===== config.mk =====
export PLATFORM = sky130hd
export DESIGN_NAME = card_pwr_seq
export DESIGN_NICKNAME = d
export VERILOG_FILES = /design/src/rtl/card_pwr_pkg.sv /design/src/rtl/card_pwr_fsm.sv /design/src/rtl/card_pwr_warmup.sv /design/src/rtl/card_pwr_pads.sv /design/src/rtl/card_pwr_seq.sv
export SDC_FILE = /design/constraint.sdc
export NUM_CORES = 1
export LEC_CHECK = 0
export ABC_CLOCK_PERIOD_IN_PS = 1400
export BUFFER_PORTS_ARGS = -buffer_cell sky130_fd_sc_hd__buf_2
export CAP_MARGIN = 20
export CORE_MARGIN = 2
export CORE_UTILIZATION = 40
export DETAILED_ROUTE_END_ITERATION = 10
export MAX_ROUTING_LAYER = met4
export PLACE_DENSITY = 0.71
export SLEW_MARGIN = 20
export SYNTH_ARGS = -nofsm -noshare
export SYNTH_HDL_FRONTEND = slang
export SYNTH_SLANG_ARGS = --single-unit

===== constraint.sdc =====
create_clock -name clk_i -period 1.4 [get_ports clk_i]
set_input_delay 0 -clock clk_i [delete_from_list [all_inputs] [get_ports clk_i]]
set_output_delay 0 -clock clk_i [all_outputs]
set_load 0.02 [all_outputs]

===== src/rtl/card_pwr_pkg.sv =====
package card_pwr_pkg;
  typedef enum logic [1:0] {
    ST_HIZ   = 2'd0,
    ST_CYCLE = 2'd1,
    ST_OFF   = 2'd2,
    ST_ON    = 2'd3
  } pwr_state_e;

  localparam logic [1:0] CODE_OFF   = 2'b00;
  localparam logic [1:0] CODE_CYCLE = 2'b10;
  localparam logic [1:0] CODE_ON    = 2'b11;
endpackage


===== src/rtl/card_pwr_fsm.sv =====
module card_pwr_fsm
  import card_pwr_pkg::*;
(
  input  logic       clk_i,
  input  logic       rst_ni,
  input  logic       wr_en_i,
  input  logic [1:0] wr_pwr_i,
  input  logic       wr_pol_i,
  output pwr_state_e state_q_o,
  output pwr_state_e state_d_o,
  output logic       pol_q_o
);
  pwr_state_e state_q, state_d;
  logic       pol_q;

  always_comb begin
    state_d = state_q;
    if (wr_en_i) begin
      unique case (wr_pwr_i)
        CODE_OFF:   state_d = (state_q == ST_HIZ) ? ST_HIZ : ST_OFF;
        CODE_CYCLE: state_d = ST_CYCLE;
        CODE_ON:    state_d = ST_ON;
        default:    state_d = state_q; // reserved code
      endcase
    end
  end

  always_ff @(posedge clk_i or negedge rst_ni) begin
    if (!rst_ni) begin
      state_q <= ST_HIZ;
      pol_q   <= 1'b0;
    end else begin
      state_q <= state_d;
      if (wr_en_i) pol_q <= wr_pol_i;
    end
  end

  assign state_q_o = state_q;
  assign state_d_o = state_d;
  assign pol_q_o   = pol_q;
endmodule


===== src/rtl/card_pwr_warmup.sv =====
module card_pwr_warmup #(
  parameter int unsigned WARMUP_CLKS = 74,
  localparam int unsigned CNT_W = $clog2(WARMUP_CLKS + 1)
) (
  input  logic             clk_i,
  input  logic             rst_ni,
  input  logic             run_i,
  input  logic             tick_i,
  output logic [CNT_W-1:0] cnt_o,
  output logic             ready_o
);
  localparam logic [CNT_W-1:0] LAST = CNT_W'(WARMUP_CLKS);

  logic [CNT_W-1:0] cnt_q;
  logic             ready_q;

  always_ff @(posedge clk_i or negedge rst_ni) begin
    if (!rst_ni) begin
      cnt_q   <= '0;
      ready_q <= 1'b0;
    end else if (!run_i) begin
      cnt_q   <= '0;
      ready_q <= 1'b0;
    end else if (tick_i && !ready_q) begin
      if (cnt_q == LAST) ready_q <= 1'b1;
      else               cnt_q   <= cnt_q + 1'b1;
    end
  end

  assign cnt_o   = cnt_q;
  assign ready_o = ready_q;
endmodule


===== src/rtl/card_pwr_pads.sv =====
module card_pwr_pads
  import card_pwr_pkg::*;
#(
  parameter int unsigned DATA_W = 8
) (
  input  pwr_state_e        state_i,
  input  logic              ready_i,
  input  logic              pol_i,
  input  logic              card_clk_i,
  input  logic              dp_cmd_i,
  input  logic              dp_cmd_oe_i,
  input  logic [DATA_W-1:0] dp_dat_i,
  input  logic              dp_dat_oe_i,
  output logic              pad_ck_o,
  output logic              pad_ck_oe_o,
  output logic              pad_cmd_o,
  output logic              pad_cmd_oe_o,
  output logic [DATA_W-1:0] pad_dat_o,
  output logic [DATA_W-1:0] pad_dat_oe_o,
  output logic              dir_cmd_o,
  output logic              dir_dat_o
);
  logic force_oe, force_lvl, pass;

  always_comb begin
    force_oe  = (state_i != ST_HIZ);
    force_lvl = (state_i == ST_OFF) || (state_i == ST_ON);
    pass      = (state_i == ST_ON) && ready_i;
  end

  assign pad_ck_oe_o = force_oe;
  assign pad_ck_o    = (state_i == ST_ON) ? card_clk_i : force_lvl;

  assign pad_cmd_oe_o = pass ? dp_cmd_oe_i : force_oe;
  assign pad_cmd_o    = pass ? dp_cmd_i    : force_lvl;

  for (genvar g = 0; g < DATA_W; g++) begin : g_lane
    assign pad_dat_oe_o[g] = pass ? dp_dat_oe_i : force_oe;
    assign pad_dat_o[g]    = pass ? dp_dat_i[g] : force_lvl;
  end

  assign dir_cmd_o = (pass ? dp_cmd_oe_i : force_oe) ^ pol_i;
  assign dir_dat_o = (pass ? dp_dat_oe_i : force_oe) ^ pol_i;
endmodule


===== src/rtl/card_pwr_seq.sv =====
module card_pwr_seq
  import card_pwr_pkg::*;
#(
  parameter int unsigned DATA_W      = 8,
  parameter int unsigned WARMUP_CLKS = 74,
  localparam int unsigned CNT_W      = $clog2(WARMUP_CLKS + 1)
) (
  input  logic              clk_i,
  input  logic              rst_ni,
  input  logic              wr_en_i,
  input  logic [1:0]        wr_pwr_i,
  input  logic              wr_pol_i,
  input  logic              card_clk_i,
  input  logic              card_tick_i,
  input  logic              dp_cmd_i,
  input  logic              dp_cmd_oe_i,
  input  logic [DATA_W-1:0] dp_dat_i,
  input  logic              dp_dat_oe_i,
  output logic              pad_ck_o,
  output logic              pad_ck_oe_o,
  output logic              pad_cmd_o,
  output logic              pad_cmd_oe_o,
  output logic [DATA_W-1:0] pad_dat_o,
  output logic [DATA_W-1:0] pad_dat_oe_o,
  output logic              dir_cmd_o,
  output logic              dir_dat_o,
  output logic              if_en_o
);
  pwr_state_e       state_q, state_d;
  logic             pol_q;
  logic             run;
  logic [CNT_W-1:0] cnt;

  card_pwr_fsm u_fsm (
    .clk_i     (clk_i),
    .rst_ni    (rst_ni),
    .wr_en_i   (wr_en_i),
    .wr_pwr_i  (wr_pwr_i),
    .wr_pol_i  (wr_pol_i),
    .state_q_o (state_q),
    .state_d_o (state_d),
    .pol_q_o   (pol_q)
  );

  // count only while on both before and after this edge
  assign run = (state_q == ST_ON) && (state_d == ST_ON);

  card_pwr_warmup #(.WARMUP_CLKS(WARMUP_CLKS)) u_warmup (
    .clk_i   (clk_i),
    .rst_ni  (rst_ni),
    .run_i   (run),
    .tick_i  (card_tick_i),
    .cnt_o   (cnt),
    .ready_o (if_en_o)
  );

  card_pwr_pads #(.DATA_W(DATA_W)) u_pads (
    .state_i      (state_q),
    .ready_i      (if_en_o),
    .pol_i        (pol_q),
    .card_clk_i   (card_clk_i),
    .dp_cmd_i     (dp_cmd_i),
    .dp_cmd_oe_i  (dp_cmd_oe_i),
    .dp_dat_i     (dp_dat_i),
    .dp_dat_oe_i  (dp_dat_oe_i),
    .pad_ck_o     (pad_ck_o),
    .pad_ck_oe_o  (pad_ck_oe_o),
    .pad_cmd_o    (pad_cmd_o),
    .pad_cmd_oe_o (pad_cmd_oe_o),
    .pad_dat_o    (pad_dat_o),
    .pad_dat_oe_o (pad_dat_oe_o),
    .dir_cmd_o    (dir_cmd_o),
    .dir_dat_o    (dir_dat_o)
  );
endmodule


==> results_dict.tcl, run 1 <==
set metrics [dict create \
    outcome "finished, violations left" \
    violations "hold timing, setup timing" \
    syn_area_um2 782 \
    hold_class "in -> reg" \
    hold_viol_final 1 \
    slew_headroom_pct 72.3 \
    cp-startpoint "u_fsm.state_q_o[1]$_DFF_PN0_" \
    root_buffer "clkbuf_4" \
    worstSetupStartpointType "flop" \
    syn_nets 109 \
    htree_num_levels 1 \
    max-vdd-ir-drop_mv 0.822 \
    yosys-top-cells-area "dfrtp_1, a21o_1, buf_4" \
    synthCells 88 \
    period_share_pct 103 \
    synth_area_leader_cell "dfrtp_1" \
    utilization_pct 66.0 \
    p_int_mw 0.688 \
    syn_area_per_cell_um2 8.89 \
    cp-end-kind "output port" \
    port_buffers 41 \
    row_count 15 \
    antenna_found_initial 0 \
    synth.distinct_cells 29 \
    critPathMaxFanout 5 \
    reg2regPathDepth 4 \
    drive_gt1_share_pct 43.8 \
    netlist.area_leader.share_pct 35.2 \
    via_per_inst 5.10 \
    wl_mm 2.25 \
    place_congestion 0.854 \
    grt_pass1_wl_mm 3.11 \
    critPathKind "reg -> out" \
    clock.fmax_ghz 0.696 \
    swShare_pct 38.1 \
    die_h_um 48.2 \
    placed_cell_area_um2 948 \
    globalRouteOverflowTotal 0 \
    r2r_slack_ns 0.04 \
    critical_path.cell_chain "or2_4, o21a_1, xor2_1, buf_4" \
    final_area_mm2 0.00118 \
    m1WireLength_um 862 \
    clk_latency_ns 0.28 \
    wl_met3_um 75 \
    setup_viol 10 \
    max-cap-violations 0 \
    track_usage_pct 19.8 \
    drt_iter0_markers 14 \
    diodes 0 \
    die_w_um 48.2 \
    slowest_stage "dfrtp_2" \
    reg2reg_to "u_warmup.cnt_o[1]$_DFFE_PN0P_" \
    route.detailed.drc 0 \
    max_stage_delay_ns 0.45 \
    ioPinCount 42 \
    worstMarginPinSlew_ns 0.413 \
    initial_core_util_pct 43.9 \
    cts.clk_slew.worst_paths_ns 0.08 \
    nets 152 \
    avgRoutedWirePerCell_um 14.5 \
    fin_crit_ns 1.44 \
    ys_ff_latch 11 \
    die-area_mm2 0.00232 \
    rsz0062_at_grt "true" \
    tritoncts "done" \
    cts.sinks 11 \
    r2r-start "u_warmup.cnt_o[0]$_DFFE_PN0P_" \
    endpoint "dir_cmd_o" \
    antenna_left 0 \
    coreArea_mm2 0.00178 \
    yosys_warnings 0 \
    first_pass_iters 4 \
    highest_layer "met4" \
    switchingPower_mw 0.423 \
    power_frac_seq_pct 32.0 \
    cts_buffers 3 \
    area_delta_synth_final_pct 50.4 \
    dp_hpwl_mm 1.39 \
    drv_slew 0 \
    clkPwrFrac_pct 19.9 \
    grt_pass1_vias 716 \
    grt_max_degree 12 \
    leakagePower_nw 0.566 \
    vias 791 \
    route.met2.wl_mm 1.29 \
    ys_seq_area_share_pct 35.2 \
    cp.arrival_ns 1.44 \
    p_comb_share_pct 48.1 \
    whs_ns -0.000997 \
    power-per-cell-area_mw_per_mm2 944 \
    skew_ns 0.0117 \
    clock_path_buffers 2 \
    worst_ep_required_time_ns 1.40 \
    layout_setup_ws_ns -0.0358 \
]
-- worst max-delay path: cells and delay by family (launching register included) --
family	cells	cell delay, ns
flops	1	0.45
xor+xnor	1	0.14
simple gates	1	0.27
compound gates	1	0.14
buf+inv	1	0.16
-- registers in the layout (all words and copies together), names as in the netlist --
register          cells
u_warmup.ready_o      1
u_warmup.cnt_o        7
u_fsm.state_q_o       2
u_fsm.pol_q_o         1
-- through the flow --
stage	instances	setup slack [ns]	power [mW]	hold WS, ns	setup TNS, ns
2_1_floorplan	88	0.0415	0.651	-0.296	0
3_3_place_gp	143	0.143	0.748	-0.115	0
3_5_place_dp	143	0.107	0.753	-0.114	0
4_1_cts	155	-0.0609	1.02	0.0225	-0.821
5_1_grt	155	-0.0898	1.17	0.0428	-0.702
6_report	155	-0.0358	1.11	-0.000997	-0.162
-- cells in the final DEF, fill, tap and decap left out, drive strengths merged, types with 2 or more instances in the layout --
master,netlist,routed
or3,4,4
mux2i,3,3
nand2,5,5
inv,3,3
clkbuf,1,3
nor2,2,2
nand2b,3,3
nand3,7,7
nand3b,3,3
o21ai,4,4
a21o,9,9
dfrtp,11,11
o21a,2,2
ha,2,2
a21oi,6,6
dlygate4sd3,0,5
buf,10,44
and2,2,2
xor2,2,2
-- final cells by class --
cell class                 instances  area (um2)
fill                             142         607
multi-input combinational         63         452
timing repair buffer              49         375
sequential                        11         279
tap                               25        31.3
clock buffer                       3        22.5
inverter                           3        11.3
clock inverter                     1        5.00
-- metal layers --
layer / GRT usage [%] / up-vias
li1: - / 393
met1: 23.1 / 374
met2: 33.4 / 20
met3: 5.56 / 4
met4: 4.86 / 0
met5: - / -
-- power groups by stage --
stage               clock [mW]  combinational [mW]  sequential, mW
finish                   0.221               0.534           0.355
detailed placement           0               0.395           0.358
global placement             0               0.391           0.357
floorplan                    0               0.297           0.353
global route             0.245               0.564           0.358
CTS                      0.228               0.441           0.352
-- worst min path at each step --
stage,from,endpoint,slack (ns),cells past startpoint
2_1_floorplan,rst_ni,u_fsm.pol_q_o$_DFFE_PN0P_,-0.30,0
3_3_place_gp,rst_ni,u_warmup.cnt_o[6]$_DFFE_PN0P_,-0.11,1
3_5_place_dp,rst_ni,u_warmup.cnt_o[3]$_DFFE_PN0P_,-0.11,1
4_1_cts,wr_en_i,u_fsm.state_q_o[1]$_DFF_PN0_,0.02,3
5_1_grt,wr_en_i,u_fsm.pol_q_o$_DFFE_PN0P_,0.04,2
6_report,wr_en_i,u_fsm.pol_q_o$_DFFE_PN0P_,-0.001,2
-- cell families after synthesis --
kind of cell    count (synthesis)  share of synthesized area (%)
buf+inv                        14                           10.6
fa+ha+maj                       2                           3.20
simple gates                   30                           22.6
compound gates                 25                           21.0
mux                             4                           5.28
xor+xnor                        2                           2.24
flops                          11                           35.2
-- cells in the mapped netlist, drive strengths merged --
library cell,instances
dfrtp,11
buf,10
a21o,9
nand3,7
a21oi,6
nand2,5
o21ai,4
or3,4
inv,3
mux2i,3
nand2b,3
nand3b,3
and2,2
ha,2
nor2,2
o21a,2
xor2,2
a21boi,1
a311oi,1
a31oi,1
a41oi,1
and3,1
clkbuf,1
mux2,1
nand4b,1
nor4b,1
or2,1
-- timing repair --
item / in CTS / in global routing
gates resized for setup: 3 / 33
setup endpoints to repair: 11 / 22
pin swaps: 1 / 0
buffers inserted: 2 / 1
hold buffers: 6 / 0
cloned: 0 / 0
endpoints found under the hold margin: 14 / 0
(Power assumes the default switching activity.)
==> inputs of run 2 (changes only) <==
--- a/config.mk
+++ b/config.mk
@@ -11,6 +11,7 @@
 export CORE_MARGIN = 2
 export CORE_UTILIZATION = 40
 export DETAILED_ROUTE_END_ITERATION = 10
+export HOLD_SLACK_MARGIN = 0.1
 export MAX_ROUTING_LAYER = met4
 export PLACE_DENSITY = 0.71
 export SLEW_MARGIN = 20
==> constraint.sdc (replaced) <==
create_clock -name clk_i -period 1.4 [get_ports clk_i]
set_input_delay 0.21 -clock clk_i [delete_from_list [all_inputs] [get_ports clk_i]]
set_output_delay 0.21 -clock clk_i [all_outputs]
set_load 0.02 [all_outputs]
==> run 2 against run 1 <==
Net effect:
- the run ends with setup timing left
- via count rose by 1.1%
- core utilization is 3.1 points higher
- critical path depth unchanged
- wire length down 3.3%
- worst setup slack worse by 0.21 ns
- sequential share of layout area is 1.2 points lower
==> results_dict.tcl, run 2 (synthesized netlist as in run 1, its figures left out) <==
set metrics [dict create \
    m1WireLength_um 809 \
    power.total_mw 1.13 \
    r2r-start "u_warmup.ready_o$_DFFE_PN0P_" \
    max-cap-violations 0 \
    violations "setup timing" \
    reg2reg_to "u_warmup.cnt_o[6]$_DFFE_PN0P_" \
    leakagePower_nw 0.579 \
    area_delta_synth_final_pct 57.4 \
    wl_met3_um 126 \
    max_stage_delay_ns 0.44 \
    worstHoldEndpoint "u_fsm.pol_q_o$_DFFE_PN0P_" \
    holdPathStages 2 \
    final_cell_mix "buf_2, a21o_1, dfrtp_1" \
    initial_core_util_pct 43.9 \
    period_share_pct 117 \
    holdCritStartpoint "wr_pol_i" \
    r2r_slack_ns 0 \
    coreArea_mm2 0.00178 \
    diodes 0 \
    wl_mm 2.17 \
    clock.fmax_ghz 0.608 \
    power-per-cell-area_mw_per_mm2 920 \
    outcome "finished, violations left" \
    grt_pass1_wl_mm 2.77 \
    fin_crit_ns 1.64 \
    via_per_inst 5.19 \
    critPathMaxFanout 5 \
    route.met2.wl_mm 1.19 \
    layout_setup_ws_ns -0.245 \
    drt_iter0_markers 18 \
    die_h_um 48.2 \
    track_usage_pct 17.9 \
    root_buffer "clkbuf_4" \
    clk_latency_ns 0.26 \
    critPathKind "reg -> out" \
    cp.arrival_ns 1.43 \
    htree_num_levels 1 \
    final_common_cell "buf_2" \
    skew_ns 0.000979 \
    avgRoutedWirePerCell_um 14.1 \
    dp_hpwl_mm 1.47 \
    place_congestion 0.843 \
    worstMarginPinSlew_ns 0.354 \
    reg2regPathDepth 4 \
    grt_max_degree 12 \
    cts.sinks 11 \
    critical_path.cell_chain "or2_4, o21a_4, xor2_2, buf_6" \
    die_w_um 48.2 \
    antenna_found_initial 0 \
    utilization_pct 69.1 \
    highest_layer "met4" \
    cp-end-kind "output port" \
    vias 800 \
    nets 151 \
    grt_pass1_vias 671 \
    hold_viol_final 0 \
    port_buffers 41 \
    tritoncts "done" \
    die-area_mm2 0.00232 \
    cts_buffers 3 \
    slowest_stage "dfrtp_2" \
    route.detailed.drc 0 \
    ioPinCount 42 \
    cts.clk_slew.worst_paths_ns 0.07 \
    first_pass_iters 4 \
    cp_top_family "flip-flops" \
    rsz0062_at_grt "true" \
    drv_slew 0 \
    drive_gt1_share_pct 49.6 \
    whs_ns 0.170 \
    worst_ep_required_time_ns 1.19 \
    path_buf_inv 1 \
    globalRouteOverflowTotal 0 \
    row_count 15 \
    max-vdd-ir-drop_mv 0.602 \
    hold_class "in -> reg" \
    slew_headroom_pct 76.3 \
    worstSetupStartpointType "flop" \
    antenna_left 0 \
    largest_reg_flops 7 \
    clock_path_buffers 2 \
    setup_viol 21 \
]
## run 2: changes by cell type in the layout (fill, tap and decap cells not counted), moves of 2 or more
cell,previous run,this run
buf_2,31,29
buf_6,0,7
buf_8,8,6
dlygate4sd3_1,5,1
xor2_1,2,0
## run 2: final cells by class
cell class	count	area (um2)
timing repair buffer	48	374
multi-input combinational	63	510
fill	137	552
clock buffer	4	26.3
tap	25	31.3
inverter	3	11.3
sequential	11	278
## run 2: report_power, final
group	internal, mW	switching [mW]
registers	0.335	0.0257
logic	0.272	0.294
clock network	0.110	0.0967
total	0.717	0.416
## run 2: what timing repair did
action / in CTS / in global routing
buffers inserted: 5 / 1
pin swaps: 1 / 6
resized for setup: 22 / 22
endpoints found under the hold margin: 11 / 0
setup endpoints to repair: 20 / 26
hold buffers: 1 / 0
gates cloned: 0 / 0
## run 2: how the worst max path moves through the flow
stage / slack [ns] / cells past startpoint / start / to
CTS: -0.22 / 4 / u_fsm.state_q_o[1]$_DFF_PN0_ / dir_dat_o
global route: -0.29 / 4 / u_fsm.state_q_o[0]$_DFF_PN0_ / dir_dat_o
detailed placement: -0.002 / 4 / u_fsm.state_q_o[0]$_DFF_PN0_ / dir_cmd_o
global placement: 0.0007 / 4 / u_fsm.state_q_o[0]$_DFF_PN0_ / dir_cmd_o
finish: -0.24 / 4 / u_fsm.state_q_o[0]$_DFF_PN0_ / dir_dat_o
floorplan: -0.02 / 3 / u_fsm.state_q_o[0]$_DFF_PN0_ / dir_dat_o
## run 2: metrics by stage
step	worst slack [ns]	instances	TNS (ns)	cell area, um2
2_1_floorplan	-0.0187	88	-0.0187	817
3_5_place_dp	-0.00238	143	-0.00238	982
4_1_cts	-0.215	153	-4.01	1130
6_report	-0.245	154	-3.47	1230
5_1_grt	-0.291	154	-5.03	1230
3_3_place_gp	0.000733	143	0	982
## run 2: metal layers
| layer | track usage, % | vias up |
|---|---|---|
| met2 | 31.6 | 34 |
| met1 | 20.5 | 374 |
| li1 | - | 386 |
| met4 | 6.49 | 0 |
| met3 | 2.22 | 6 |
| met5 | - | - |
